--- config.mk ---
export PLATFORM = sky130hd
export DESIGN_NAME = hmbox_channel
export DESIGN_NICKNAME = d
export VERILOG_FILES = /design/src/rtl/hmbox_pkg.sv /design/src/rtl/hmbox_decode.sv /design/src/rtl/hmbox_inbox.sv /design/src/rtl/hmbox_outbox.sv /design/src/rtl/hmbox_channel.sv
export SDC_FILE = /design/constraint.sdc
export NUM_CORES = 1
export LEC_CHECK = 0
export ABC_AREA = 1
export BUFFER_PORTS_ARGS = -buffer_cell sky130_fd_sc_hd__buf_2
export CAP_MARGIN = 5
export CORE_MARGIN = 8
export CORE_UTILIZATION = 50
export DETAILED_ROUTE_END_ITERATION = 16
export GPL_TIMING_DRIVEN = 0
export PLACE_DENSITY = 0.82
export SLEW_MARGIN = 25
export SYNTH_ARGS = -nofsm -noshare
export SYNTH_HDL_FRONTEND = slang
export SYNTH_SLANG_ARGS = --single-unit
--- constraint.sdc ---
create_clock -name clk -period 1.8 [get_ports clk]
set_input_delay 0.18 -clock clk [delete_from_list [all_inputs] [get_ports clk]]
set_output_delay 0.18 -clock clk [all_outputs]
set_load 0.01 [all_outputs]
--- src/rtl/hmbox_pkg.sv ---
// Package: shared widths, status bit positions and slave select codes
// for the host/slave mailbox channel.
package hmbox_pkg;

    localparam int ADDR_W = 16;
    localparam int DATA_W = 8;

    // Status byte bit positions
    localparam int ST_OBF = 0;
    localparam int ST_IBF = 1;
    localparam int ST_CMD = 3;

    // Slave register select codes
    typedef enum logic [1:0] {
        SLV_INBOUND  = 2'd0,
        SLV_STATUS   = 2'd1,
        SLV_OUTBOUND = 2'd2,
        SLV_NONE     = 2'd3
    } slv_sel_e;

    // Assemble the status byte; undefined bits are zero.
    function automatic logic [DATA_W-1:0] make_status(input logic obf,
                                                      input logic ibf,
                                                      input logic cmd);
        logic [DATA_W-1:0] s;
        s         = '0;
        s[ST_OBF] = obf;
        s[ST_IBF] = ibf;
        s[ST_CMD] = cmd;
        return s;
    endfunction

endpackage

--- src/rtl/hmbox_decode.sv ---
// Module: hmbox_decode
// Purpose: compares the host address with the configured base address and
// outputs the hit and the register-select bit.
// Assumes: the select bit lies inside the address word and is left out of
// the match. Overlap with other channels is resolved by the integrator.
module hmbox_decode #(
    parameter int AW      = 16,
    parameter int SEL_BIT = 2
) (
    input  logic [AW-1:0] addr,
    input  logic [AW-1:0] base,
    output logic          hit,
    output logic          sel
);
    localparam logic [AW-1:0] MATCH_MASK = ~(AW'(1) << SEL_BIT);

    // Match every address bit except the select bit.
    always_comb begin
        hit = ((addr ^ base) & MATCH_MASK) == '0;
        sel = addr[SEL_BIT];
    end
endmodule

--- src/rtl/hmbox_inbox.sv ---
// Module: hmbox_inbox
// Purpose: the inbound byte from host to slave, its command marker and its
// full flag.
// Assumes: wr_en is already qualified by the address hit. rd_clr is a slave
// read of the inbound byte. When both arrive together, the set wins.
module hmbox_inbox #(
    parameter int DW = 8
) (
    input  logic          clk,
    input  logic          rst_n,
    input  logic          wr_en,
    input  logic          wr_cmd,
    input  logic [DW-1:0] wr_data,
    input  logic          rd_clr,
    output logic [DW-1:0] data,
    output logic          cmd,
    output logic          full
);
    // Capture the host byte and its command marker.
    always_ff @(posedge clk) begin
        if (!rst_n) begin
            data <= '0;
            cmd  <= 1'b0;
        end else if (wr_en) begin
            data <= wr_data;
            cmd  <= wr_cmd;
        end
    end

    // Full flag: set by a host write, cleared by a slave read; the set wins.
    always_ff @(posedge clk) begin
        if (!rst_n)      full <= 1'b0;
        else if (wr_en)  full <= 1'b1;
        else if (rd_clr) full <= 1'b0;
    end

    AST_IBF_SET:   assert property (@(posedge clk) disable iff (!rst_n)
                       wr_en |=> full);
    AST_IBF_CLR:   assert property (@(posedge clk) disable iff (!rst_n)
                       (rd_clr && !wr_en) |=> !full);
    AST_CMD_MARK:  assert property (@(posedge clk) disable iff (!rst_n)
                       wr_en |=> (cmd == $past(wr_cmd)));
    AST_IN_HOLD:   assert property (@(posedge clk) disable iff (!rst_n)
                       !wr_en |=> ($stable(data) && $stable(cmd)));
endmodule

--- src/rtl/hmbox_outbox.sv ---
// Module: hmbox_outbox
// Purpose: the outbound byte from slave to host and its full flag.
// Assumes: host_take is already qualified by the hit and the data-port
// select. When a slave write and a host read arrive together, the set wins.
module hmbox_outbox #(
    parameter int DW = 8
) (
    input  logic          clk,
    input  logic          rst_n,
    input  logic          wr_en,
    input  logic [DW-1:0] wr_data,
    input  logic          host_take,
    output logic [DW-1:0] data,
    output logic          full
);
    // Load the outbound byte from the slave.
    always_ff @(posedge clk) begin
        if (!rst_n)     data <= '0;
        else if (wr_en) data <= wr_data;
    end

    // Full flag: set by a slave write, cleared by a host read; the set wins.
    always_ff @(posedge clk) begin
        if (!rst_n)         full <= 1'b0;
        else if (wr_en)     full <= 1'b1;
        else if (host_take) full <= 1'b0;
    end

    AST_OBF_SET:  assert property (@(posedge clk) disable iff (!rst_n)
                      wr_en |=> full);
    AST_OBF_CLR:  assert property (@(posedge clk) disable iff (!rst_n)
                      (host_take && !wr_en) |=> !full);
    AST_OUT_HOLD: assert property (@(posedge clk) disable iff (!rst_n)
                      !wr_en |=> $stable(data));
endmodule

--- src/rtl/hmbox_channel.sv ---
// Module: hmbox_channel
// Purpose: top of the host/slave byte mailbox. It decodes host accesses,
// steers host writes to the inbox, and returns the outbound byte or the
// status byte to the host one cycle after a hitting read. It also serves
// combinational slave reads.
// Assumes: each strobe lasts one cycle per transfer. cfg_base is static
// while accesses are in flight.
module hmbox_channel
    import hmbox_pkg::*;
(
    input  logic              clk,
    input  logic              rst_n,
    input  logic [ADDR_W-1:0] cfg_base,
    input  logic [ADDR_W-1:0] host_addr,
    input  logic              host_wr,
    input  logic              host_rd,
    input  logic [DATA_W-1:0] host_wdata,
    output logic [DATA_W-1:0] host_rdata,
    output logic              host_rvalid,
    input  logic [1:0]        slv_sel,
    input  logic              slv_rd,
    input  logic              slv_wr,
    input  logic [DATA_W-1:0] slv_wdata,
    output logic [DATA_W-1:0] slv_rdata
);
    logic              hit, sel_ctl;
    logic              hwr_hit, hrd_hit, host_take;
    logic              slv_in_rd, slv_out_wr;
    logic [DATA_W-1:0] in_data, out_data, status;
    logic              in_cmd, in_full, out_full;

    hmbox_decode #(.AW(ADDR_W), .SEL_BIT(2)) u_decode (
        .addr (host_addr),
        .base (cfg_base),
        .hit  (hit),
        .sel  (sel_ctl)
    );

    // Qualify the strobes of both sides.
    always_comb begin
        hwr_hit    = host_wr && hit;
        hrd_hit    = host_rd && hit;
        host_take  = hrd_hit && !sel_ctl;
        slv_in_rd  = slv_rd && (slv_sel == SLV_INBOUND);
        slv_out_wr = slv_wr && (slv_sel == SLV_OUTBOUND);
    end

    hmbox_inbox #(.DW(DATA_W)) u_inbox (
        .clk     (clk),
        .rst_n   (rst_n),
        .wr_en   (hwr_hit),
        .wr_cmd  (sel_ctl),
        .wr_data (host_wdata),
        .rd_clr  (slv_in_rd),
        .data    (in_data),
        .cmd     (in_cmd),
        .full    (in_full)
    );

    hmbox_outbox #(.DW(DATA_W)) u_outbox (
        .clk       (clk),
        .rst_n     (rst_n),
        .wr_en     (slv_out_wr),
        .wr_data   (slv_wdata),
        .host_take (host_take),
        .data      (out_data),
        .full      (out_full)
    );

    // Build the status byte from the current flags.
    always_comb status = make_status(out_full, in_full, in_cmd);

    // Register the host read response: pre-edge content, zero on miss.
    always_ff @(posedge clk) begin
        if (!rst_n) begin
            host_rvalid <= 1'b0;
            host_rdata  <= '0;
        end else begin
            host_rvalid <= hrd_hit;
            host_rdata  <= !hrd_hit ? '0 : (sel_ctl ? status : out_data);
        end
    end

    // Combinational slave read mux.
    always_comb begin
        unique case (slv_sel)
            SLV_INBOUND:  slv_rdata = in_data;
            SLV_STATUS:   slv_rdata = status;
            SLV_OUTBOUND: slv_rdata = out_data;
            default:      slv_rdata = '0;
        endcase
    end

    AST_MISS_NOVALID: assert property (@(posedge clk) disable iff (!rst_n)
                          (host_rd && !hit) |=> !host_rvalid);
    AST_RD_VALID:     assert property (@(posedge clk) disable iff (!rst_n)
                          hrd_hit |=> host_rvalid);
    AST_STATUS_RSVD:  assert property (@(posedge clk) disable iff (!rst_n)
                          (host_rvalid && $past(sel_ctl)) |->
                          ((host_rdata & 8'hF4) == 8'h00));
    AST_RDATA_IDLE:   assert property (@(posedge clk) disable iff (!rst_n)
                          !host_rvalid |-> (host_rdata == 8'h00));
endmodule

==> results of run 1 <==
==> sequential cells by signal, summed over array words and instances (netlist names) <==
register       count
u_outbox.data      8
u_inbox.data       8
u_outbox.full      1
host_rvalid        1
u_inbox.full       1
u_inbox.cmd        1
host_rdata         8
==> layout by cell type, fill, tap and decap left out, drive strengths merged <==
cell    netlist  final
nor2         44     44
xnor2         1      1
inv          59     59
clkbuf        2      5
nand2        86     86
o221ai        3      3
o22ai         5      5
nand3         7      7
nand4         1      1
buf           2     72
a21oi        13     13
dfxtp        28     28
o21ai         8      8
bufinv        0      1
==> worst max-delay path: stages, from the launching register on <==
cell      delay, ns
dfxtp_1        0.34
inv_1          0.06
o221ai_1       0.18
buf_2          0.17
==> per-stage QoR <==
stage	hold slack, ns	util	setup WS (ns)	area, sq um
after global routing	0.06500	0.6690	0.4779	2026
after CTS	0.06550	0.6690	0.5394	2026
after global placement	0.4053	0.6517	0.3592	1973
after floorplan	0.3082	-	0.6532	1568
after detailed placement	0.4144	0.6517	0.3843	1973
final	0.07117	0.6690	0.5499	2026
==> how the worst max path moves through the flow <==
stage / endpoint / slack (ns) / cells past startpoint
global placement: u_inbox.data[7] / 0.36 / 8
global route: slv_rdata[1] / 0.48 / 3
CTS: slv_rdata[1] / 0.54 / 3
finish: slv_rdata[1] / 0.55 / 3
floorplan: u_inbox.cmd / 0.65 / 7
detailed placement: u_inbox.data[1] / 0.38 / 8
==> logic make-up (layout without fill, tap and decap cells) <==
family / Yosys count / after routing / share of synthesized area
AO/OA/AOI/OAI: 29 / 29 / 0.1109
XOR/XNOR: 1 / 1 / 0.005588
buffers and inverters: 63 / 137 / 0.1564
flip-flops: 28 / 28 / 0.3575
AND/OR/NAND/NOR: 138 / 138 / 0.3695
==> metal layers <==
layer	wire (um)	track usage
met5	0	0
met4	32	0.04762
met3	272	0.03994
met2	1906	0.2834
met1	1754	0.1602
==> power by group through the flow <==
stage	logic [mW]	clock network (mW)	registers [mW]
6_report	0.204	0.409	0.635
5_1_grt	0.233	0.432	0.637
4_1_cts	0.205	0.413	0.635
3_5_place_dp	0.204	0	0.649
3_3_place_gp	0.197	0	0.648
2_1_floorplan	0.109	0	0.648
==> cell type report <==
cell class / count / area (sq um) / area share
inverter: 59 / 221.5 / 0.1093
clock inverter: 1 / 30.03 / 0.01482
buffer: 4 / 23.77 / 0.01174
sequential: 28 / 560.5 / 0.2767
multi-input combinational: 168 / 762.0 / 0.3762
tap: 44 / 55.05 / 0.02718
clock buffer: 3 / 22.52 / 0.01112
timing repair buffer: 70 / 350.3 / 0.1729
==> out/summary.txt, run 1 <==
Result of the run - finished, final reports clean
Post-synthesis cell type count - 19
Net switching power figure - 0.3048 mW
Commonest cells in the synthesized netlist - nand2_1, inv_1, nor2_1
Max capacitance violation total - 0
Max-slew violation total from the final report - 0
Clock transition at the registers of the reported paths - 0.15 ns
VDD IR max - 0.2649 mV
FILL cells - 280
Portion of synthesized cell area occupied by the leading cell type - 0.3575
Sequential cell area fraction in the yosys report - 0.3575
Root cell of the clock tree - clkbuf_4
Via count of the first global-routing pass - 1,647
Net Sw Frac - 0.2442
Tightest slew margin relative to the limit - 0.7032
Leakage dissipation - 1.181 nW
Crit end category - output pin
Floorplan die height - 72.00 um
Buffers inserted by post-CTS timing repair - 0
Global-route wire length before repair - 6.617 mm
I/O Buffers - 70
Detailed-placement wirelength estimate - 3.299 mm
Fraction of final layout cells with drive strength greater than 1 - 0.2703
Remaining global-route overflow - 0
Final GP Congestion - 0.8682
Critical path class - flop to output pin
GR Util All Layers - 0.1517
Leading area contributor after synthesis - dfxtp_1
Portion of total power attributed to combinational logic - 0.163
H-tree depth reported by CTS - 1
Total standard cell area after synthesis - 0.001568 sq mm
Share of the clock period used by the worst path - 0.6945
Count of state elements after synthesis - 28
Flip-flop cell with the highest count after synthesis - dfxtp_1
Worst min path class - input pin to flop
Die Area - 0.005183 sq mm
Top cells by area in the synthesized netlist - dfxtp_1, nand2_1, inv_1, nor2_1, nor2_2
Total power after layout - 1.248 mW
Width of the chip - 72.00 um
Async SR Flop Fraction - 0
Count of inserted antenna diode cells - 0
Critical Path RT - 1.62 ns
Per-cell routed wire length - 10.52 um
Most repeated cell in the gate-level netlist after synthesis - nand2_1
Area overhead of the layout relative to synthesis - 29.21%
Antenna violations before repair - 0
DP Cell Count - 373
Reg2reg start - u_outbox.full
Total clock buffers created by CTS - 3
Syn Nets - 315
Setup-violating endpoint count in the final report - 0
Slew at the pin closest to its max-slew limit - 0.4453 ns
Final nets - 390
Clock tree from TritonCTS - done
Sequential cell fraction of total power - 0.509
DR pass1 iterations - 4
Unrepaired setup endpoints after global routing - no
Initial core utilization - 0.5178
Reg-to-reg setup timing slack - 1.03 ns
Number of ports placed on the die boundary - 73
Cell-internal power - 0.9432 mW
Accumulated negative setup slack - 0 ns
Final WL - 3.966 mm
Source of the critical timing path - u_outbox.data[1]
Achievable clock frequency - 800.0 MHz
Detailed-route via count - 1,682
Mean instance size in the synthesized netlist - 6.053 sq um
Number of resized instances in the post-cts repair step - 0
Minimum clock period - 1.250 ns
Worst hold path cell count - 3
Sinks on Clock Net - 28
HP Start - host_wdata[6]
Sort of element at the start of the critical path - flop
Final hold violations - 0
Mean number of vias per cell - 4.462
Area of the core - 0.003028 sq mm
Number of rows created at floorplan - 20
Reg-to-reg critical path endpoint - u_outbox.full
Gate Count Post-Synth - 259
Pwr per Cell Area - 616.1 mW/mm^2
Filler-free cell count of the finished design - 377
Number of enable flip-flop cells after synthesis - 0
Warnings from Yosys - 0
Drt first-iter violations - 129
Number of antenna-violating nets in the routed design - 0
Clock network fraction of design power - 0.328
Critical path fanouts, max - 3
Pin count of the biggest net entering global routing - 17
Maximum clock path buffer count - 2
Crit path DAT - 1.07 ns
Post-CTS Hold Fix Bufs - 0
Cell depth of the worst flop-to-flop path - 4
Worst skew pair latency - 0.32 ns
Worst clock skew - 0.005298 ns
Remaining routing DRC violations - 0
Hold Path End - u_inbox.data[6]
Power figures use the tool's default switching activity.
==> inputs of run 2 (changes only) <==
--- a/config.mk
+++ b/config.mk
@@ -9,10 +9,10 @@
 export BUFFER_PORTS_ARGS = -buffer_cell sky130_fd_sc_hd__buf_2
 export CAP_MARGIN = 5
 export CORE_MARGIN = 8
-export CORE_UTILIZATION = 50
+export CORE_UTILIZATION = 42
 export DETAILED_ROUTE_END_ITERATION = 16
 export GPL_TIMING_DRIVEN = 0
-export PLACE_DENSITY = 0.82
+export PLACE_DENSITY = 0.73
 export SLEW_MARGIN = 25
 export SYNTH_ARGS = -nofsm -noshare
 export SYNTH_HDL_FRONTEND = slang
==> constraint.sdc (replaced) <==
create_clock -name clk -period 1.05 [get_ports clk]
set_input_delay 0.105 -clock clk [delete_from_list [all_inputs] [get_ports clk]]
set_output_delay 0.105 -clock clk [all_outputs]
set_load 0.01 [all_outputs]
==> run 2 against run 1 <==
Clock power rose by 110%; the flow now finishes with violations (setup timing); clock-buffer cell count did not move; clock skew fell by 0.0013 ns; combinational power rose by 110%; global-route usage fell by 2.0 points; setup slack got worse by 0.60 ns; via count rose by 6.3%; flip-flop and latch count did not move; non-clock buffer count rose by 9; worst hold slack improved by 0.0058 ns; cell area rose by 15%; first-iteration DRC count fell by 11%.
==> out/summary.txt, run 2 (synthesis results as in run 1) <==
Result of the run - finished, violations left (was finished, final reports clean)
Violated checks - setup timing
Minimum clock period - 1.099 ns
Setup-violating endpoint count in the final report - 3 (was 0)
Count of inserted antenna diode cells - 0 (unchanged)
Remaining global-route overflow - 0 (unchanged)
Total clock buffers created by CTS - 3 (unchanged)
Crit end category - output pin (unchanged)
Reg2reg start - u_inbox.data[1] (was u_outbox.full)
H-tree depth reported by CTS - 1 (unchanged)
Final nets - 400 (was 390)
Area after detailed placement - 0.001991 sq mm (was 0.001973 sq mm)
Via count of the first global-routing pass - 1,632 (was 1,647)
Worst clock skew - 0.003993 ns (was 0.005298 ns)
Root cell of the clock tree - clkbuf_8 (was clkbuf_4)
Leakage dissipation - 1.271 nW (was 1.181 nW)
Final critical-path setup slack - -0.04912 ns (was 0.5499 ns)
FILL cells - 346 (was 280)
Tightest slew margin relative to the limit - 0.6918 (was 0.7032)
Post-route design area - 0.002332 sq mm (was 0.002026 sq mm)
Dpl ws - -0.2436 ns (was 0.3843 ns)
Sinks on Clock Net - 28 (unchanged)
Detailed-route via count - 1,788 (was 1,682)
Final hold violations - 0 (unchanged)
Area taken by flip-flops and latches - 576.8 sq um (was 560.5 sq um)
Total power after layout - 2.355 mW (was 1.248 mW)
GR Util All Layers - 0.1320 (was 0.1517)
Worst skew pair latency - 0.27 ns (was 0.32 ns)
Leading cell type in the layout, fill and taps excluded - nand2_1 (unchanged)
Antenna violations before repair - 0 (unchanged)
Cell depth of the worst flop-to-flop path - 6 (was 4)
Crit path DAT - 0.99 ns (was 1.07 ns)
Clock transition at the registers of the reported paths - 0.10 ns (was 0.15 ns)
Area of the core - 0.003633 sq mm (was 0.003028 sq mm)
Mean number of vias per cell - 4.573 (was 4.462)
Per-cell routed wire length - 11.96 um (was 10.52 um)
Sort of element at the start of the critical path - flop (unchanged)
Maximum single-stage delay on the critical path - 0.32 ns (was 0.34 ns)
Clock tree from TritonCTS - done (unchanged)
Fraction of final layout cells with drive strength greater than 1 - 0.4402 (was 0.2703)
VDD IR max - 0.4738 mV (was 0.2649 mV)
Number of rows created at floorplan - 22 (was 20)
Pwr per Cell Area - 1010 mW/mm^2 (was 616.1 mW/mm^2)
Worst setup path endpoint - slv_rdata[7] (was slv_rdata[1])
Final WL - 4.676 mm (was 3.966 mm)
Pin count of the biggest net entering global routing - 17 (unchanged)
Remaining routing DRC violations - 0 (unchanged)
Achievable clock frequency - 909.8 MHz
Floorplan die height - 77.10 um (was 72.00 um)
Share of the clock period used by the worst path - 1.047
Detailed-placement wirelength estimate - 3.338 mm (was 3.299 mm)
Source of the critical timing path - u_inbox.data[7] (was u_outbox.data[1])
Reg-to-reg setup timing slack - 0.18 ns (was 1.03 ns)
Critical path fanouts, max - 2 (was 3)
Top library cells by usage in the layout, fill and taps aside - nand2_1, buf_2, inv_1 (unchanged)
Max-slew violation total from the final report - 0 (unchanged)
Slew at the pin closest to its max-slew limit - 0.4623 ns (was 0.4453 ns)
Die Area - 0.005944 sq mm (was 0.005183 sq mm)
Drt first-iter violations - 115 (was 129)
Worst min path class - input pin to flop (unchanged)
Area of combinational cells with multiple inputs - 894.6 sq um (was 762.0 sq um)
Area overhead of the layout relative to synthesis - 48.76% (was 29.21%)
Number of antenna-violating nets in the routed design - 0 (unchanged)
Critical Path RT - 0.94 ns (was 1.62 ns)
Crit path cell chain - inv_1, o22ai_1, buf_2 (was inv_1, o221ai_1, buf_2)
Reg-to-reg critical path endpoint - u_inbox.data[1] (was u_outbox.full)
I/O Buffers - 70 (unchanged)
Unrepaired setup endpoints after global routing - yes (was no)
Maximum clock path buffer count - 2 (unchanged)
Initial core utilization - 0.4315 (was 0.5178)
Number of ports placed on the die boundary - 73 (unchanged)
Width of the chip - 77.10 um (was 72.00 um)
Slowest stage cell, crit path - dfxtp_1 (unchanged)
Global-route wire length before repair - 6.706 mm (was 6.617 mm)
Max capacitance violation total - 0 (unchanged)
DR pass1 iterations - 4 (unchanged)
Critical path class - flop to output pin (unchanged)
Final GP Congestion - 0.8187 (was 0.8682)
Post-CTS Hold Fix Bufs - 0 (unchanged)
Largest regs - host_rdata (8), u_inbox.data (8), u_outbox.data (8) (unchanged)
-- run 2: how the worst min path moves through the flow --
stage                       start         endpoint  cells after the start
finish              host_wdata[4]  u_inbox.data[4]                      3
global route        host_wdata[4]  u_inbox.data[4]                      3
CTS                 host_wdata[4]  u_inbox.data[4]                      3
detailed placement  host_wdata[4]  u_inbox.data[4]                      3
global placement    host_wdata[4]  u_inbox.data[4]                      3
floorplan            host_addr[2]      u_inbox.cmd                      2
-- run 2: report_power, final --
part | switching [mW] | internal, mW | leakage, nW
clock | 0.333 | 0.510 | 0.0357
combinational | 0.236 | 0.184 | 1.00
sequential | 0.00963 | 1.08 | 0.233
-- run 2: cell type report --
cell class              instances  area share
plain buffers                   4     0.01395
clock buffers                   3     0.01770
repair buffers                 79      0.2039
well taps                      48     0.02575
inverters                      59     0.09496
clock inverters                 1     0.01288
multi-input cells             169      0.3836
flip-flops and latches         28      0.2473
-- run 2: metal layers --
| layer | track usage | vias up | wire length, um |
|---|---|---|---|
| met4 | 0.04528 | 0 | 100 |
| met5 | 0 | - | 0 |
| met1 | 0.1423 | 781 | 1909 |
| met2 | 0.2362 | 62 | 2322 |
| li1 | - | 937 | - |
| met3 | 0.04196 | 8 | 343 |
-- run 2: timing repair --
action | CTS | global route
buffers inserted | 2 | 6
gates cloned | 0 | 2
setup endpoints to repair | 7 | 17
pin swaps | 6 | 17
resized for setup | 11 | 58
-- run 2: critical path, delay by kind of cell (launching register included) --
family                 cells  cell delay (ns)
AOI/OAI and AO/OA          1             0.19
DFF                        1             0.32
buffers and inverters      2             0.21
-- run 2: stage by stage --
step	TNS, ns	utilization	hold slack (ns)	instances
after floorplan	0	-	0.2332	259
after global placement	-3.345	0.5479	0.3316	377
after detailed placement	-3.336	0.5479	0.3424	377
after CTS	-0.07616	0.5744	0.05381	383
after global routing	-0.5873	0.6419	0.09509	391
final	-0.08098	0.6419	0.07697	391
